**src/rtl/cfg_img_pkg.sv**
```systemverilog
package cfg_img_pkg;
  localparam int unsigned IMG_BYTES = 64;
  localparam int unsigned ADDR_W    = $clog2(IMG_BYTES);
  localparam int unsigned BYTE_W    = 8;
  localparam int unsigned LAST_ADDR = IMG_BYTES - 1;
  localparam int unsigned REV_ADDR  = 11;
  localparam int unsigned CHAN_ADDR = 17;

  typedef enum logic [2:0] {
    S_IDLE, S_RD_GO, S_RD_WAIT, S_EVAL, S_DSUM, S_WR_CMP, S_WR_WAIT, S_FIN
  } ctl_state_e;

  // default image, byte LAST_ADDR excluded (checksum is summed in hardware)
  function automatic logic [BYTE_W-1:0] default_byte(input logic [ADDR_W-1:0] a);
    case (a) inside
      6'h0B:          return 8'h01;
      6'h10:          return 8'h07;
      6'h11:          return 8'h83;
      6'h12:          return 8'h20;
      6'h13:          return 8'h0A;
      [6'h16:6'h25]:  return 8'hC8;
      default:        return 8'h00;
    endcase
  endfunction
endpackage

```
**src/rtl/cfg_byte_port.sv**
```systemverilog
module cfg_byte_port #(
  parameter int unsigned AW          = 6,
  parameter int unsigned DW          = 8,
  parameter int unsigned TIMEOUT_CYC = 16
) (
  input  logic          clk_i,
  input  logic          rst_ni,
  input  logic          go_i,
  input  logic          we_i,
  input  logic [AW-1:0] addr_i,
  input  logic [DW-1:0] wdata_i,
  output logic          ok_o,
  output logic          tmo_o,
  output logic [DW-1:0] rdata_o,
  output logic          mem_req_o,
  output logic          mem_we_o,
  output logic [AW-1:0] mem_addr_o,
  output logic [DW-1:0] mem_wdata_o,
  input  logic          mem_ack_i,
  input  logic [DW-1:0] mem_rdata_i
);
  localparam int unsigned CW = $clog2(TIMEOUT_CYC + 1);

  logic          busy_q, ok_q, tmo_q, we_q;
  logic [CW-1:0] cnt_q;
  logic [AW-1:0] addr_q;
  logic [DW-1:0] wdata_q, rdata_q;

  always_ff @(posedge clk_i or negedge rst_ni) begin
    if (!rst_ni) begin
      busy_q <= 1'b0; ok_q <= 1'b0; tmo_q <= 1'b0; we_q <= 1'b0;
      cnt_q <= '0; addr_q <= '0; wdata_q <= '0; rdata_q <= '0;
    end else begin
      ok_q  <= 1'b0;
      tmo_q <= 1'b0;
      if (!busy_q) begin
        if (go_i) begin
          busy_q  <= 1'b1;
          cnt_q   <= '0;
          we_q    <= we_i;
          addr_q  <= addr_i;
          wdata_q <= wdata_i;
        end
      end else if (mem_ack_i) begin
        busy_q  <= 1'b0;
        ok_q    <= 1'b1;
        rdata_q <= mem_rdata_i;
      end else if (cnt_q == CW'(TIMEOUT_CYC - 1)) begin
        busy_q <= 1'b0;
        tmo_q  <= 1'b1;
      end else begin
        cnt_q <= cnt_q + 1'b1;
      end
    end
  end

  assign ok_o        = ok_q;
  assign tmo_o       = tmo_q;
  assign rdata_o     = rdata_q;
  assign mem_req_o   = busy_q;
  assign mem_we_o    = we_q;
  assign mem_addr_o  = addr_q;
  assign mem_wdata_o = wdata_q;
endmodule

```
**src/rtl/cfg_copy_ram.sv**
```systemverilog
module cfg_copy_ram #(
  parameter int unsigned N  = 64,
  parameter int unsigned AW = 6,
  parameter int unsigned DW = 8
) (
  input  logic            clk_i,
  input  logic            rst_ni,
  input  logic            we_i,
  input  logic [AW-1:0]   waddr_i,
  input  logic [DW-1:0]   wdata_i,
  input  logic [AW-1:0]   raddr_i,
  output logic [DW-1:0]   rdata_o,
  output logic [N*DW-1:0] img_o
);
  logic [DW-1:0] mem_q [N];

  for (genvar g = 0; g < N; g++) begin : g_byte
    always_ff @(posedge clk_i or negedge rst_ni) begin
      if (!rst_ni)                             mem_q[g] <= '0;
      else if (we_i && waddr_i == AW'(g))      mem_q[g] <= wdata_i;
    end
    assign img_o[g*DW +: DW] = mem_q[g];
  end

  assign rdata_o = mem_q[raddr_i];
endmodule

```
**src/rtl/cfg_image_check.sv**
```systemverilog
module cfg_image_check
  import cfg_img_pkg::*;
#(
  parameter int unsigned TIMEOUT_CYC = 16
) (
  input  logic        clk_i,
  input  logic        rst_ni,
  input  logic        start_i,
  output logic        busy_o,
  output logic        done_o,
  output logic        pass_o,
  input  logic [5:0]  view_addr_i,
  output logic [7:0]  view_data_o,
  output logic        bus_rst_en_o,
  output logic        mem_req_o,
  output logic        mem_we_o,
  output logic [5:0]  mem_addr_o,
  output logic [7:0]  mem_wdata_o,
  input  logic        mem_ack_i,
  input  logic [7:0]  mem_rdata_i
);
  localparam int unsigned AW = ADDR_W;
  localparam int unsigned DW = BYTE_W;
  localparam logic [AW-1:0] LAST = AW'(LAST_ADDR);

  ctl_state_e state_q;
  logic [AW-1:0] idx_q;
  logic [DW-1:0] sum_q, dsum_q;
  logic          pass2_q, force_q, pass_q;

  logic          port_go, port_ok, port_tmo;
  logic [DW-1:0] port_rdata, cur_b, def_b;
  logic [IMG_BYTES*DW-1:0] img_w;
  logic          differ, ck_ok, rev_ok;

  assign cur_b  = img_w[idx_q*DW +: DW];
  assign def_b  = (idx_q == LAST) ? dsum_q : default_byte(idx_q);
  assign differ = force_q || (def_b != cur_b);
  assign ck_ok  = sum_q == img_w[LAST_ADDR*DW +: DW];
  assign rev_ok = img_w[REV_ADDR*DW +: DW] == 8'h01;
  assign port_go = (state_q == S_RD_GO) || (state_q == S_WR_CMP && differ);

  cfg_byte_port #(.AW(AW), .DW(DW), .TIMEOUT_CYC(TIMEOUT_CYC)) u_port (
    .clk_i, .rst_ni,
    .go_i(port_go), .we_i(state_q == S_WR_CMP), .addr_i(idx_q), .wdata_i(def_b),
    .ok_o(port_ok), .tmo_o(port_tmo), .rdata_o(port_rdata),
    .mem_req_o, .mem_we_o, .mem_addr_o, .mem_wdata_o, .mem_ack_i, .mem_rdata_i
  );

  cfg_copy_ram #(.N(IMG_BYTES), .AW(AW), .DW(DW)) u_copy (
    .clk_i, .rst_ni,
    .we_i(state_q == S_RD_WAIT && port_ok), .waddr_i(idx_q), .wdata_i(port_rdata),
    .raddr_i(view_addr_i), .rdata_o(view_data_o), .img_o(img_w)
  );

  always_ff @(posedge clk_i or negedge rst_ni) begin
    if (!rst_ni) begin
      state_q <= S_IDLE; idx_q <= '0; sum_q <= '0; dsum_q <= '0;
      pass2_q <= 1'b0; force_q <= 1'b0; pass_q <= 1'b0;
    end else begin
      case (state_q)
        S_IDLE: if (start_i) begin
          pass_q <= 1'b0; idx_q <= '0; sum_q <= '0;
          pass2_q <= 1'b0; force_q <= 1'b0;
          state_q <= S_RD_GO;
        end
        S_RD_GO: state_q <= S_RD_WAIT;
        S_RD_WAIT: begin
          if (port_ok) begin
            if (idx_q != LAST) begin
              sum_q   <= sum_q + port_rdata;
              idx_q   <= idx_q + 1'b1;
              state_q <= S_RD_GO;
            end else begin
              state_q <= S_EVAL;
            end
          end else if (port_tmo) begin
            if (pass2_q) begin
              pass_q  <= 1'b0;
              state_q <= S_FIN;
            end else begin
              force_q <= 1'b1;   // copy is incomplete: rewrite every byte
              idx_q   <= '0;
              dsum_q  <= '0;
              state_q <= S_DSUM;
            end
          end
        end
        S_EVAL: begin
          if (!ck_ok && !pass2_q) begin
            idx_q   <= '0;
            dsum_q  <= '0;
            state_q <= S_DSUM;
          end else begin
            pass_q  <= ck_ok && rev_ok;
            state_q <= S_FIN;
          end
        end
        S_DSUM: begin
          dsum_q <= dsum_q + default_byte(idx_q);
          if (idx_q == LAST - 1'b1) begin
            idx_q   <= '0;
            state_q <= S_WR_CMP;
          end else begin
            idx_q <= idx_q + 1'b1;
          end
        end
        S_WR_CMP: begin
          if (differ) begin
            state_q <= S_WR_WAIT;
          end else if (idx_q == LAST) begin
            idx_q <= '0; sum_q <= '0; pass2_q <= 1'b1; state_q <= S_RD_GO;
          end else begin
            idx_q <= idx_q + 1'b1;
          end
        end
        S_WR_WAIT: begin
          if (port_ok) begin
            if (idx_q == LAST) begin
              idx_q <= '0; sum_q <= '0; pass2_q <= 1'b1; state_q <= S_RD_GO;
            end else begin
              idx_q   <= idx_q + 1'b1;
              state_q <= S_WR_CMP;
            end
          end else if (port_tmo) begin
            pass_q  <= 1'b0;
            state_q <= S_FIN;
          end
        end
        S_FIN:   state_q <= S_IDLE;
        default: state_q <= S_IDLE;
      endcase
    end
  end

  assign busy_o       = state_q != S_IDLE;
  assign done_o       = state_q == S_FIN;
  assign pass_o       = pass_q;
  assign bus_rst_en_o = img_w[CHAN_ADDR*DW];
endmodule

```
**config.mk**
```make
export PLATFORM = sky130hd
export DESIGN_NAME = cfg_image_check
export DESIGN_NICKNAME = d
export VERILOG_FILES = /design/src/rtl/cfg_img_pkg.sv /design/src/rtl/cfg_byte_port.sv /design/src/rtl/cfg_copy_ram.sv /design/src/rtl/cfg_image_check.sv
export SDC_FILE = /design/constraint.sdc
export NUM_CORES = 1
export LEC_CHECK = 0
export ABC_AREA = 1
export ABC_CLOCK_PERIOD_IN_PS = 8240
export BUFFER_PORTS_ARGS = -buffer_cell sky130_fd_sc_hd__buf_4
export CAP_MARGIN = 20
export CELL_PAD_IN_SITES_DETAIL_PLACEMENT = 1
export CELL_PAD_IN_SITES_GLOBAL_PLACEMENT = 1
export CORE_MARGIN = 4
export CORE_UTILIZATION = 45
export CTS_CLUSTER_SIZE = 8
export DETAILED_ROUTE_END_ITERATION = 7
export GPL_ROUTABILITY_DRIVEN = 0
export PLACE_DENSITY_LB_ADDON = 0.2
export RECOVER_POWER = 100
export SYNTH_ARGS = -nofsm -noshare
export SYNTH_HDL_FRONTEND = slang
export SYNTH_SLANG_ARGS = --single-unit
```
**constraint.sdc**
```tcl
create_clock -name clk_i -period 8.24 [get_ports clk_i]
set_clock_uncertainty 0.1 [all_clocks]
set_input_delay 0.412 -clock clk_i [delete_from_list [all_inputs] [get_ports clk_i]]
set_output_delay 0.412 -clock clk_i [all_outputs]
set_load 0.01 [all_outputs]
```
==> reports/qor.yml <==
outcome:
  outcome: "finished, violations left"
  violations: "max-capacitance violations, max-slew violations"
setup_path:
  cp_slowest_cell: "dfrtp_1"
  critPathArrivalTime_ns: 6.72
  crit_chain: "inv_8, buf_4, o21ai_0, nand2_1, nand2_1, nand2_1, nor2_1, nor2_1, nor2_1, a21oi_1, nor2_1, nand3_2, nand2_4, nand2_2, nand2_4, nand2_1, nand2_1, nand2_1"
  required_ns: 8.64
  startpoint_type: "flop"
  worstSetupEndpointType: "flop"
  path_delay_family: "simple AND/OR/NAND/NOR gates"
  cp_num_buf_inv: 2
  path_max_fanout: 92
  slowest_delay_ns: 1.96
  path_common_cell: "nand2_1"
  critPathKind: "reg -> reg"
clocking:
  post_cts_buffers: 0
  clock_tree.root_cell: "clkbuf_16"
  clk_latency_ns: 0.63
  cts_inserted_buffers: 81
  cts_sinks: 571
  htree_levels: 3
  path_clk_slew_ns: 0.05
  cts_tree: "done"
  cts_resized: 0
  cts_buffer_depth: 3
  postCtsHoldBufs: 10
die:
  die_w_um: 275.1
  ios: 46
  fp-row-count: 97
  start_util_pct: 45.59
  die_area_um2: 75660
  core_area_um2: 70390
  die_h_um: 275.1
global_route:
  grt_usage_pct: 33.61
  grt_pass1_vias: 32520
  grt_antenna_before_repair: 2
  grt_start_max_net_pins: 167
  overflow: 0
  grt_pass1_wl_um: 197800
yosys:
  synthCells: 4544
  ys_types: 48
  syn_nets: 4584
  synthTopCellsByCount: "1,474 x nand2_1, 938 x o21ai_0, 571 x dfrtp_1, 441 x nor2_1, 234 x nand3_1"
  synth_top_area_share_pct: 44.52
  seq_area_frac_synth_pct: 44.52
  synth-edff-count: 0
  synthTopCellsByArea: "dfrtp_1 45%, nand2_1 17%, o21ai_0 15%"
  synth_most_common_cell: "nand2_1"
  async_flop_share_pct: 100.0
  synth_area_leader_cell: "dfrtp_1"
  ys_seq_elements: 571
  synth-main-ff-cell: "dfrtp_1"
  syn_area_per_cell_um2: 7.063
  syn_area_um2: 32090
  yosys_warnings: 0
timing:
  period_share_pct: 76.77
  setup_viol: 0
  hold_viol_final: 0
  fmax_ghz: 0.1581
  min_period_ns: 6.326
  tns_ns: 0
  worstMarginPinSlew_ns: 4.609
  maxSlewHeadroom_pct: -207.2
  rsz0062_at_grt: "no"
  maxSlewViolCount: 453
detailed_routing:
  totalWireLength_um: 127600
  via_per_inst: 6.042
  vias: 32250
  drt_iter0_markers: 3278
  firstDrtPassIters: 5
  drc: 0
  drtAntennaViolNets: 0
  wl_per_cell_um: 23.90
final_layout:
  fin_nets: 4425
  n_fill_cell: 8979
  drive_above_1_share_pct: 4.322
  area_delta_synth_final_pct: 7.766
power:
  cellLeakagePower_nw: 15.16
  power.density_nw_per_um2: 269.1
  post-layout-total-power_mw: 9.307
  ir_drop_mv: 0.2113
hold_path:
  hp-class: "in -> reg"
place:
  port_buffers: 45
  hpwl_um: 78220
job:
  cap_viol_max_count: 7
worst reg2reg max path: cells and delay by family (launching register included):
family	cells	cell delay (ns)
and+or+nand+nor	14	2.27
DFF	1	1.96
AOI/OAI and AO/OA	2	0.40
buffers and inverters	2	1.47
metrics by stage:
step           std cells  util [%]  hold slack [ns]  area (um^2)  worst slack (ns)
3_3_place_gp        5230     46.12           0.3520        32460             3.385
4_1_cts             5336     49.36           0.1963        34750             3.249
6_report            5338     49.13           0.2071        34590             1.914
5_1_grt             5336     49.13           0.2795        34580             1.504
3_5_place_dp        5232     46.14           0.3445        32480             3.269
2_1_floorplan       4544         -          0.01641        32090             5.226
per-layer routing:
metal	GRT usage, %	routed length [um]	vias to the layer above
met2	52.88	57160	1216
met3	6.210	9690	333
met4	13.31	5897	2
li1	-	-	14600
met1	46.13	54830	16100
met5	0	10	-
state kept, by name (all words and copies together) (netlist names), 3 cells and up:
| signal | flops |
|---|---|
| dsum_q | 8 |
| sum_q | 8 |
| idx_q | 6 |
| u_copy.img_o | 512 |
| u_port.mem_wdata_o | 8 |
| u_port.mem_addr_o | 6 |
| u_port.cnt_q | 5 |
| u_port.rdata_o | 8 |
| state_q | 3 |
path summary, 6_finish.rpt:
kind / startpoint / endpoint / slack, ns / cells past startpoint
worst min register to register: u_port.mem_wdata_o[0] / u_port.mem_wdata_o[0] / 0.38 / 2
max in group asynchronous: rst_ni / u_copy.img_o[410] / 2.58 / 3
worst min-delay path: start_i / sum_q[1] / 0.21 / 5
worst max-delay path: idx_q[0] / u_port.cnt_q[2] / 1.91 / 18
min in group asynchronous: rst_ni / u_copy.img_o[168] / 1.90 / 2
worst max register to register: idx_q[0] / u_port.cnt_q[2] / 1.91 / 18
area by class of cell:
class | count | area (um^2) | area share, %
multi-input cells | 3450 | 15520 | 44.88
flip-flops and latches | 571 | 14290 | 41.32
clock buffers | 92 | 2153 | 6.226
well taps | 940 | 1176 | 3.401
inverters | 186 | 716.9 | 2.073
repair buffers | 95 | 701.9 | 2.029
clock inverters | 2 | 17.52 | 0.05065
diodes | 2 | 5.005 | 0.01447
cells in the final DEF (no fill, tap or decap), drive strengths merged:
master,n
a2111oi,2
a211oi,3
a21boi,1
a21oi,88
a221oi,12
a31oi,2
a32o,4
buf,53
clkbuf,124
clkinv,5
dfrtp,571
diode,2
dlygate4sd3,10
fa,2
ha,20
inv,183
nand2,1481
nand3,235
nand3b,3
nand4,4
nor2,454
nor3,11
nor3b,2
nor4,2
o211ai,23
o21ai,959
o21bai,1
o221ai,14
o22ai,97
o311ai,2
o31ai,3
o32ai,4
or2,7
or4,1
xnor2,4
xor2,9
logic make-up after synthesis:
kind of cell	share of synthesized area, %
xor+xnor	0.3548
simple gates	27.15
fa+ha+maj	0.9045
buf+inv	7.029
flops	44.52
compound gates	20.05
power breakdown:
part / switching [mW] / internal (mW)
registers: 0.208 / 2.94
logic: 2.35 / 0.739
clock network: 1.26 / 1.81
total: 3.82 / 5.48
No activity file was read; power rests on OpenSTA's default activity.
